## config.mk

```make
export PLATFORM = sky130hd
export DESIGN_NAME = wdog_signed_grace
export DESIGN_NICKNAME = d
export VERILOG_FILES = /design/src/rtl/wdg_pkg.sv /design/src/rtl/wdg_write_guard.sv /design/src/rtl/wdg_counter.sv /design/src/rtl/wdg_outcome.sv /design/src/rtl/wdog_signed_grace.sv
export SDC_FILE = /design/constraint.sdc
export NUM_CORES = 1
export LEC_CHECK = 0
export CORE_MARGIN = 2
export CORE_UTILIZATION = 45
export CTS_BUF_LIST = sky130_fd_sc_hd__clkbuf_4
export CTS_CLUSTER_DIAMETER = 60
export CTS_CLUSTER_SIZE = 8
export DETAILED_ROUTE_END_ITERATION = 16
export DONT_BUFFER_PORTS = 1
export PLACE_DENSITY = 0.64
export SLEW_MARGIN = 20
export SYNTH_ARGS = -nofsm -noshare
export SYNTH_HDL_FRONTEND = slang
export SYNTH_SLANG_ARGS = --single-unit
```

## constraint.sdc

```tcl
create_clock -name clk -period 2.8 [get_ports clk]
set_input_delay 0.28 -clock clk [delete_from_list [all_inputs] [get_ports clk]]
set_output_delay 0.28 -clock clk [all_outputs]
set_load 0.05 [all_outputs]
```

## src/rtl/wdg_pkg.sv

```systemverilog
package wdg_pkg;

    typedef enum logic {
        MODE_RESET_ONLY = 1'b0,
        MODE_NMI_FIRST  = 1'b1
    } wdg_mode_e;

    typedef struct packed {
        logic       accept;
        logic [7:0] load;
    } wdg_load_t;

    function automatic logic guard_clear(input logic [4:0] guard);
        return guard == '0;
    endfunction

endpackage

```

## src/rtl/wdg_write_guard.sv

```systemverilog
module wdg_write_guard #(
    parameter int CNT_W   = 8,
    parameter int GUARD_W = 5,
    localparam int WDATA_W = CNT_W + GUARD_W
) (
    input  logic               wr_en,
    input  logic [WDATA_W-1:0] wr_data,
    output logic               load_ok,
    output logic [CNT_W-1:0]   load_val
);
    logic [GUARD_W-1:0] guard_bits;

    always_comb begin
        guard_bits = wr_data[WDATA_W-1:CNT_W];
        load_val   = wr_data[CNT_W-1:0];
        load_ok    = wr_en && (guard_bits == '0);
    end

endmodule

```

## src/rtl/wdg_counter.sv

```systemverilog
module wdg_counter
    import wdg_pkg::*;
#(
    parameter int CNT_W = 8,
    parameter int GRACE = 16
) (
    input  logic                    clk,
    input  logic                    rst,
    input  logic                    tick_en,
    input  logic                    freeze,
    input  wdg_mode_e               mode,
    input  logic                    load_ok,
    input  logic [CNT_W-1:0]        load_val,
    output logic signed [CNT_W:0]   value,
    output logic                    lands_nonpos,
    output logic                    bite
);
    localparam logic signed [CNT_W:0] FULL    = {1'b0, {CNT_W{1'b1}}};
    localparam logic signed [CNT_W:0] ZERO    = '0;
    localparam logic signed [CNT_W:0] ONE     = {{CNT_W{1'b0}}, 1'b1};
    localparam logic signed [CNT_W:0] LIM_NMI = (CNT_W+1)'(-GRACE);

    logic                  stepping;
    logic signed [CNT_W:0] dec;
    logic signed [CNT_W:0] limit;
    logic                  bite_d;

    always_comb begin
        stepping     = tick_en && !freeze && !bite && !load_ok;
        dec          = value - ONE;
        limit        = (mode == MODE_NMI_FIRST) ? LIM_NMI : ZERO;
        lands_nonpos = stepping && (dec <= ZERO);
        bite_d       = stepping && (dec <= limit);
    end

    always_ff @(posedge clk) begin
        if (rst) begin
            value <= FULL;
            bite  <= 1'b0;
        end else begin
            bite <= bite_d;
            if (bite)
                value <= FULL;
            else if (load_ok)
                value <= {1'b0, load_val};
            else if (stepping)
                value <= dec;
        end
    end

    a_r9_single_pulse: assert property (@(posedge clk) disable iff (rst)
        bite |=> !bite);
    a_r9_reload_full: assert property (@(posedge clk) disable iff (rst)
        bite |=> value == FULL);
    a_r3_freeze_hold: assert property (@(posedge clk) disable iff (rst)
        freeze && !load_ok && !bite |=> $stable(value));
    a_r2_single_step: assert property (@(posedge clk) disable iff (rst)
        tick_en && !freeze && !load_ok && !bite |=> value == $past(value) - ONE);
    a_r4_load_value: assert property (@(posedge clk) disable iff (rst)
        load_ok && !bite |=> value == {1'b0, $past(load_val)});

endmodule

```

## src/rtl/wdg_outcome.sv

```systemverilog
module wdg_outcome
    import wdg_pkg::*;
(
    input  logic      clk,
    input  logic      rst,
    input  wdg_mode_e mode,
    input  logic      lands_nonpos,
    input  logic      load_ok,
    input  logic      bite,
    output logic      nmi
);
    always_ff @(posedge clk) begin
        if (rst)
            nmi <= 1'b0;
        else if (bite || load_ok)
            nmi <= 1'b0;
        else if (lands_nonpos && mode == MODE_NMI_FIRST)
            nmi <= 1'b1;
    end

    a_r8_nmi_needs_mode: assert property (@(posedge clk) disable iff (rst)
        $rose(nmi) |-> $past(mode) == MODE_NMI_FIRST);
    a_r4_load_clears_nmi: assert property (@(posedge clk) disable iff (rst)
        load_ok |=> !nmi);
    a_r6_nmi_sticky: assert property (@(posedge clk) disable iff (rst)
        nmi && !load_ok && !bite |=> nmi);

endmodule

```

## src/rtl/wdog_signed_grace.sv

```systemverilog
module wdog_signed_grace
    import wdg_pkg::*;
#(
    parameter int CNT_W   = 8,
    parameter int GUARD_W = 5,
    parameter int GRACE   = 16,
    localparam int WDATA_W = CNT_W + GUARD_W
) (
    input  logic               clk,
    input  logic               rst,
    input  logic               tick_en,
    input  logic               wr_en,
    input  logic [WDATA_W-1:0] wr_data,
    input  logic               nmi_mode,
    input  logic               freeze,
    output logic [CNT_W:0]     rd_value,
    output logic               nmi_o,
    output logic               rst_o
);
    wdg_mode_e             mode;
    logic                  load_ok;
    logic [CNT_W-1:0]      load_val;
    logic signed [CNT_W:0] value;
    logic                  lands_nonpos;
    logic                  bite;

    assign mode = wdg_mode_e'(nmi_mode);

    wdg_write_guard #(.CNT_W(CNT_W), .GUARD_W(GUARD_W)) u_guard (
        .wr_en    (wr_en),
        .wr_data  (wr_data),
        .load_ok  (load_ok),
        .load_val (load_val)
    );

    wdg_counter #(.CNT_W(CNT_W), .GRACE(GRACE)) u_count (
        .clk          (clk),
        .rst          (rst),
        .tick_en      (tick_en),
        .freeze       (freeze),
        .mode         (mode),
        .load_ok      (load_ok),
        .load_val     (load_val),
        .value        (value),
        .lands_nonpos (lands_nonpos),
        .bite         (bite)
    );

    wdg_outcome u_outcome (
        .clk          (clk),
        .rst          (rst),
        .mode         (mode),
        .lands_nonpos (lands_nonpos),
        .load_ok      (load_ok),
        .bite         (bite),
        .nmi          (nmi_o)
    );

    assign rd_value = value;
    assign rst_o    = bite;

    a_r5_guard_reject: assert property (@(posedge clk) disable iff (rst)
        wr_en && (wr_data[WDATA_W-1:CNT_W] != '0) && !tick_en && !rst_o
        |=> $stable(rd_value) && $stable(nmi_o));

endmodule

```

Word-level counts from Yosys, hierarchy flattened
Index checks and enable logic that the tools add are counted.

Register bits after elaboration: 11. Input bits: 19. Output and inout bits: 11. Logic and storage cells: 26.

$add $sub $neg: 1. Magnitude comparators: 2. Multiplexer cells: 3. Reductions and logical operators: 16.

Operators with widths (count): 2-to-1 mux 8 bit (2); <= comparator 9 x 1 -> 1 bit, second input constant (1); <= comparator 9 bit (1); 2-to-1 mux 9 bit (1); subtractor 9 x 2 -> 9 bit, second input constant (1); logical AND 1 bit (7); zero test 5 bit (1); OR reduction 2 bit (2); zero test 1 bit (3); OR reduction 3 bit (1); nonzero test 2 bit (1); logical OR 1 bit (1).

Longest topological paths before layout
Gate-level depths: netlist of run 1.

Depth after elaboration: 6. Mapped depth: 11. Mapped depth without buffers: 10.

Cells and area by module
From an unflattened synthesis of run 1, not the netlist that was laid out.

Cell total of the unflattened synthesis: 122. Area, all modules: 957.2 µm².

Modules (own cells, without submodules): wdg_counter (times used 1, cells each 109, area each 839.6 µm², sequential area each 200.2 µm²); wdg_write_guard (times used 1, cells each 10, area each 80.1 µm², sequential area each 0.0 µm²); wdg_outcome (times used 1, cells each 3, area each 37.5 µm², sequential area each 20.0 µm²).

Least setup slack after synthesis of run 1
Ideal clock, no wire load.

Path type: reg-to-reg. Start: reg u_count.value[3]. End: reg u_count.bite. Library setup time: 60 ps. Arrival: 2312 ps. Required time: 2740 ps. Slack: 428 ps. Stages on the path, launching flop included: 9. Buffers on the path: 0. Clock period less this slack: 2372 ps. Cell sequence: dfxtp_1 > nor2_1 > and3b_1 > xor2_1 > ha_1 > a21oi_1 > nor2_1 > a2111oi_0 > o2111a_1.

Word-level cells in the longest chain between the ends: 3.

RTL lines: start, declared (line wdg_counter.sv:14) `output logic signed [CNT_W:0] value,`; start signal, assigned (line wdg_counter.sv:45) `value <= {1'b0, load_val};`; subtractor 9 x 2 -> 9 bit (line wdg_counter.sv:30) `dec = value - ONE;`; <= comparator 9 bit (line wdg_counter.sv:33) `bite_d = stepping && (dec <= limit);`; logical AND 1 bit (line wdg_counter.sv:33); end signal, assigned (line wdg_counter.sv:41) `bite <= bite_d;`; end, declared (line wdg_counter.sv:16) `output logic bite`.

Every way passes these cells. A chain may end at the register's enable or synchronous reset.

Worst setup path after layout of run 1
Start: reg u_count.value[0]. End: reg u_count.bite.

The elaborated chain is that of the path after synthesis.

==> reports/qor.yml, run 1 <==
route.met3.wl_um: 101
fin_crit_ps: 2300
drive_above_1_share: 0.147
vdd_drop_max_v: 0.000224
critPathMaxFanout: 5
start_util: 0.488
fmax_mhz: 434
dr_wl_met2_um: 910
yosys.area.top_type: "dfxtp_1"
worstSkewPairLatency_ps: 260
syn_to_final_growth_pct: 14.2
grt_overflow: 0
reg2reg_from: "u_count.value[0]"
cts_resized: 0
syn_inst: 106
fill_cells: 196
avgSynthCellArea_um2: 8.04
via_count: 783
portBuffers: 0
hold_end: "u_count.value[0]"
syn_area_um2: 852
slew-limit-headroom: 0.547
final_common_cell: "nand2_1"
synth_ff_type: "dfxtp_1"
final_cell_mix: "nand2_1 (12), dfxtp_1 (11), nor2_1 (10), buf_4 (10), xnor2_1 (8)"
dieHeight_um: 47.5
grt_util_all_layers: 0.204
grt_pass1_wl_mm: 3.19
status: "finished clean"
grt_max_degree: 13
wirelength_mm: 2.01
detail-route-antenna-nets: 0
r2r_slack_ps: 500
wl_met1_um: 976
yosysWarnings: 0
die-area_um2: 2260
worst_setup_path_start_kind: "register"
design.core.area_um2: 1750
synth_edf_count: 0
crit-reg2reg-capture: "u_count.bite"
clkSlewWorstSetupHoldPaths_ps: 70
hpwlAfterDp_mm: 1.56
hp-class: "input port to register"
htree_levels: 1
setup_viol: 0
mappedNetlistNets: 132
power_density_nw_per_um2: 340
avgViaCountPerCell: 5.55
final_core_util: 0.558
highest_layer: "met4"
finalPower_mw: 0.331
hp-start: "rst"
ios: 30
cp-end-kind: "register"
gp_congestion: 0.831
post-route-drc-count: 0
cts_num_sinks: 11
yosys-top-cells-area: "dfxtp_1 (26%), ha_1 (10%), xnor2_1 (8.2%)"
cts_buffer_depth: 2
drt-initial-drc-count: 14
firstDrtPassIters: 4
hold_viol: 0
synth-seq-cells: 11
ff2ff_path_depth: 9
criticalPathCategory: "register to register"
cts_inserted_buffers: 3
required_ps: 3000
critPathArrivalTime_ps: 2510
diodes: 0
die_x_um: 47.5
setup_tns_ps: 0
cts_root_buffer: "clkbuf_4"
multi_input_area_um2: 602
rows: 15
cts_setup_buffers: 0
synth_top_area_share: 0.258
wl_per_cell_um: 14.2
synthDistinctLibCells: 32
grt_pass1_vias: 725
maxCapViolCount: 0
rsz0062_at_grt: "false"
yosysSeqAreaShare: 0.258
period_share: 0.823
worst_pin_slew_ps: 679
synthArstFlopShare: 0
hold_depth: 2
seq_area_um2: 220
p_leak_nw: 0.387
nets: 143
postCtsHoldBufs: 0
fin_worst_skew_ps: 3.92
finalMaxSlewViolations: 0
antenna_found_initial: 0
cts_tree: "done"
[registers in the layout (all words and copies together), names as in the netlist]
name / cells
u_count.bite: 1
u_outcome.nmi: 1
u_count.value: 9
[area by class of cell]
class	instances	share of cell area
inverter	4	0.0154
clock buffer	4	0.0308
timing repair buffer	10	0.0771
multi-input combinational	87	0.618
tap	25	0.0321
sequential	11	0.226
[power by group]
group,total [mW],internal [mW],switching (mW)
Clock,0.115,0.0647,0.0508
Combinational,0.0506,0.0193,0.0313
Sequential,0.164,0.159,0.00500
[critical path, cell delays in order, from the launching register on]
cell	delay, ps
dfxtp_1	360
nor2_1	270
and3b_1	280
nand2_1	100
xnor2_1	210
ha_1	290
nand2_1	80
nor2_1	40
a2111oi_0	360
o2111a_1	260
[worst max-delay path by stage]
stage	from	endpoint	slack [ps]	depth (start not counted)
after global placement	u_count.value[0]	u_count.bite	630	9
after floorplan	u_count.value[3]	u_count.bite	430	8
after detailed placement	u_count.value[0]	u_count.bite	500	9
after global routing	u_count.value[0]	u_count.bite	270	9
after CTS	u_count.value[0]	u_count.bite	470	9
final	u_count.value[0]	u_count.bite	500	9
[cell usage after synthesis, types with 4 or more instances]
cell,instances
a21oi_1,6
clkbuf_1,4
dfxtp_1,11
ha_1,7
inv_1,4
nand2_1,12
nand3_1,5
nor2_1,10
xnor2_1,8
xor2_1,5
[metal layers]
layer | track usage | vias to the layer above
li1 | - | 397
met1 | 0.292 | 356
met2 | 0.311 | 28
met3 | 0.0189 | 2
met4 | 0.0833 | 0
met5 | 0 | -
[stage by stage]
stage	instance area (um^2)	hold WS [ps]	cells	worst slack (ps)
final	973	124	141	496
after global routing	973	120	141	273
after CTS	973	119	141	465
after detailed placement	943	391	137	500
after global placement	943	386	137	629
after floorplan	852	373	106	428
[logic make-up (layout without fill, tap and decap cells)]
kind of cell | Yosys count | after routing | synth area share
flops | 11 | 11 | 0.258
mux | 2 | 2 | 0.0235
simple gates | 46 | 46 | 0.297
compound gates | 19 | 19 | 0.150
fa+ha+maj | 7 | 7 | 0.103
buf+inv | 8 | 18 | 0.0352
xor+xnor | 13 | 13 | 0.134
Note: power is estimated with default switching activity, not from simulation.
==> run 2, diff against run 1 <==
--- a/config.mk
+++ b/config.mk
@@ -12,7 +12,7 @@
 export CTS_CLUSTER_SIZE = 8
 export DETAILED_ROUTE_END_ITERATION = 16
 export DONT_BUFFER_PORTS = 1
-export PLACE_DENSITY = 0.64
+export PLACE_DENSITY = 0.66
 export SLEW_MARGIN = 20
 export SYNTH_ARGS = -nofsm -noshare
 export SYNTH_HDL_FRONTEND = slang
==> constraint.sdc (replaced) <==
create_clock -name clk -period 2.05 [get_ports clk]
set_input_delay 0.205 -clock clk [delete_from_list [all_inputs] [get_ports clk]]
set_output_delay 0.205 -clock clk [all_outputs]
set_load 0.05 [all_outputs]
==> run 2 against run 1 <==
Compared with the run above:
- flip-flop and latch count unchanged
- critical path depth is the same
- wire length increased by 2.3%
- count of clock-buffer cells in the layout did not move
- sequential power grew 34%
- via count is 4.5% higher
- cell count grew 3.5%
- maximum frequency increased by 18%
- total power increased by 39%
- first-iteration DRC count fell by 21%
- hold slack got worse by 76 ps
- combinational power increased by 56%
- critical path type unchanged
- critical endpoint unchanged
==> reports/qor.yml, run 2 (synthesis gave the netlist of run 1 again) <==
hp-class: "input port to register"
gp_congestion: 0.787
final_core_util: 0.618
avgViaCountPerCell: 5.60
cts_root_buffer: "clkbuf_4"
cts_num_sinks: 11
fin_crit_ps: 1950
global_route.usage.met2: 0.327
worst_setup_path_start_kind: "register"
grt_overflow: 0
critPathArrivalTime_ps: 2170
maxCapViolCount: 0
rows: 15
cts_tree: "done"
start_util: 0.488
p_leak_nw: 0.416
fill_cells: 165
grt_pass1_vias: 765
firstDrtPassIters: 4
finalMaxSlewViolations: 0
fmax_mhz: 512
portBuffers: 0
dieHeight_um: 47.5
reg_top3: "u_count.value x9, u_count.bite x1, u_outcome.nmi x1"
grt_util_all_layers: 0.216
largest_register_ffs: 9
drt-initial-drc-count: 11
nets: 148
hold_viol: 0
htree_levels: 1
grt-busiest-layer: "met2"
finalPower_mw: 0.459
status: "finished clean"
place_area_um2: 1010
antenna_found_initial: 0
slew-limit-headroom: 0.655
setup_tns_ps: 0
detail-route-antenna-nets: 0
die-area_um2: 2260
drive_above_1_share: 0.298
final_cell_mix: "buf_4 (15), nand2_1 (11), nor2_1 (8)"
required_ps: 2270
hpwlAfterDp_mm: 1.62
die_x_um: 47.5
clkSlewWorstSetupHoldPaths_ps: 70
worst-path-buf-inv: 0
top_register: "u_count.value"
wl_per_cell_um: 14.1
vdd_drop_max_v: 0.000285
fin_worst_skew_ps: 8.81
final_cell_area_um2: 1080
worst_pin_slew_ps: 517
cp-end-kind: "register"
grt_max_degree: 12
worstSkewPairLatency_ps: 270
critPathMaxFanout: 4
setup_viol: 0
grtUsageMet3: 0.0453
slowest_delay_ps: 350
final_cells: 146
design.core.area_um2: 1750
postCtsHoldBufs: 0
crit_slowest_cell: "dfxtp_4"
ios: 30
grt_use_met1: 0.300
cts_buffer_depth: 2
cts_inserted_buffers: 3
period_share: 0.953
power_density_nw_per_um2: 425
final_common_cell: "buf_4"
path_delay_family: "compound AO/OA/AOI/OAI gates"
dpl.cell_count: 141
post-route-drc-count: 0
crit_chain: "nor2_4 > and3b_2 > nand2_2 > xnor2_2 > ha_4 > nand2_1 > nor2_1 > a2111oi_2 > o2111a_1"
syn_to_final_growth_pct: 26.6
criticalPathCategory: "register to register"
wirelength_mm: 2.06
grt_pass1_wl_mm: 3.36
via_count: 818
diodes: 0
==> run 2: cell count changes in the layout (fill, tap and decap cells not counted), sizes merged <==
| cell | change |
|---|---|
| buf | +5 |
==> run 2: repair_timing <==
action | 4_1_cts | 5_1_grt
setup buffers | 0 | 1
pin swaps | 0 | 4
gates resized for setup | 2 | 4
endpoints found under the setup margin | 1 | 1
==> run 2: final cells by class <==
type | instances | area (um^2) | area share
repair buffers | 15 | 113 | 0.104
flip-flops and latches | 11 | 240 | 0.223
inverters | 4 | 15.0 | 0.0139
clock buffers | 4 | 30.0 | 0.0278
multi-input cells | 87 | 649 | 0.602
well taps | 25 | 31.3 | 0.0290
==> run 2: where the power goes <==
group	internal, mW	switching [mW]	leakage, nW	total (mW)
clock	0.0885	0.0723	0.0184	0.161
combinational	0.0310	0.0479	0.310	0.0790
sequential	0.214	0.00520	0.0884	0.219
total	0.333	0.125	0.416	0.459
==> run 2: worst paths after layout <==
path | startpoint | cells past startpoint | to | slack (ps)
setup / recovery | u_count.value[3] | 9 | u_count.bite | 100
hold / removal | rst | 2 | u_count.value[2] | 50
hold reg to reg | u_count.bite | 2 | u_count.value[2] | 590
setup reg to reg | u_count.value[3] | 9 | u_count.bite | 100
==> run 2: metrics by stage <==
step                      setup WS [ps]  hold WS (ps)
after CTS                          38.2          41.0
after global routing              -28.7          24.8
after floorplan                    4.35           297
final                              95.9          47.8
after detailed placement          -28.7           316
after global placement             33.2           311
==> run 2: layer usage <==
layer | share of wire | vias to the layer above
met3 | 0.043 | 4
met5 | 0 | -
met2 | 0.47 | 22
li1 | - | 411
met4 | 0.010 | 0
met1 | 0.48 | 381
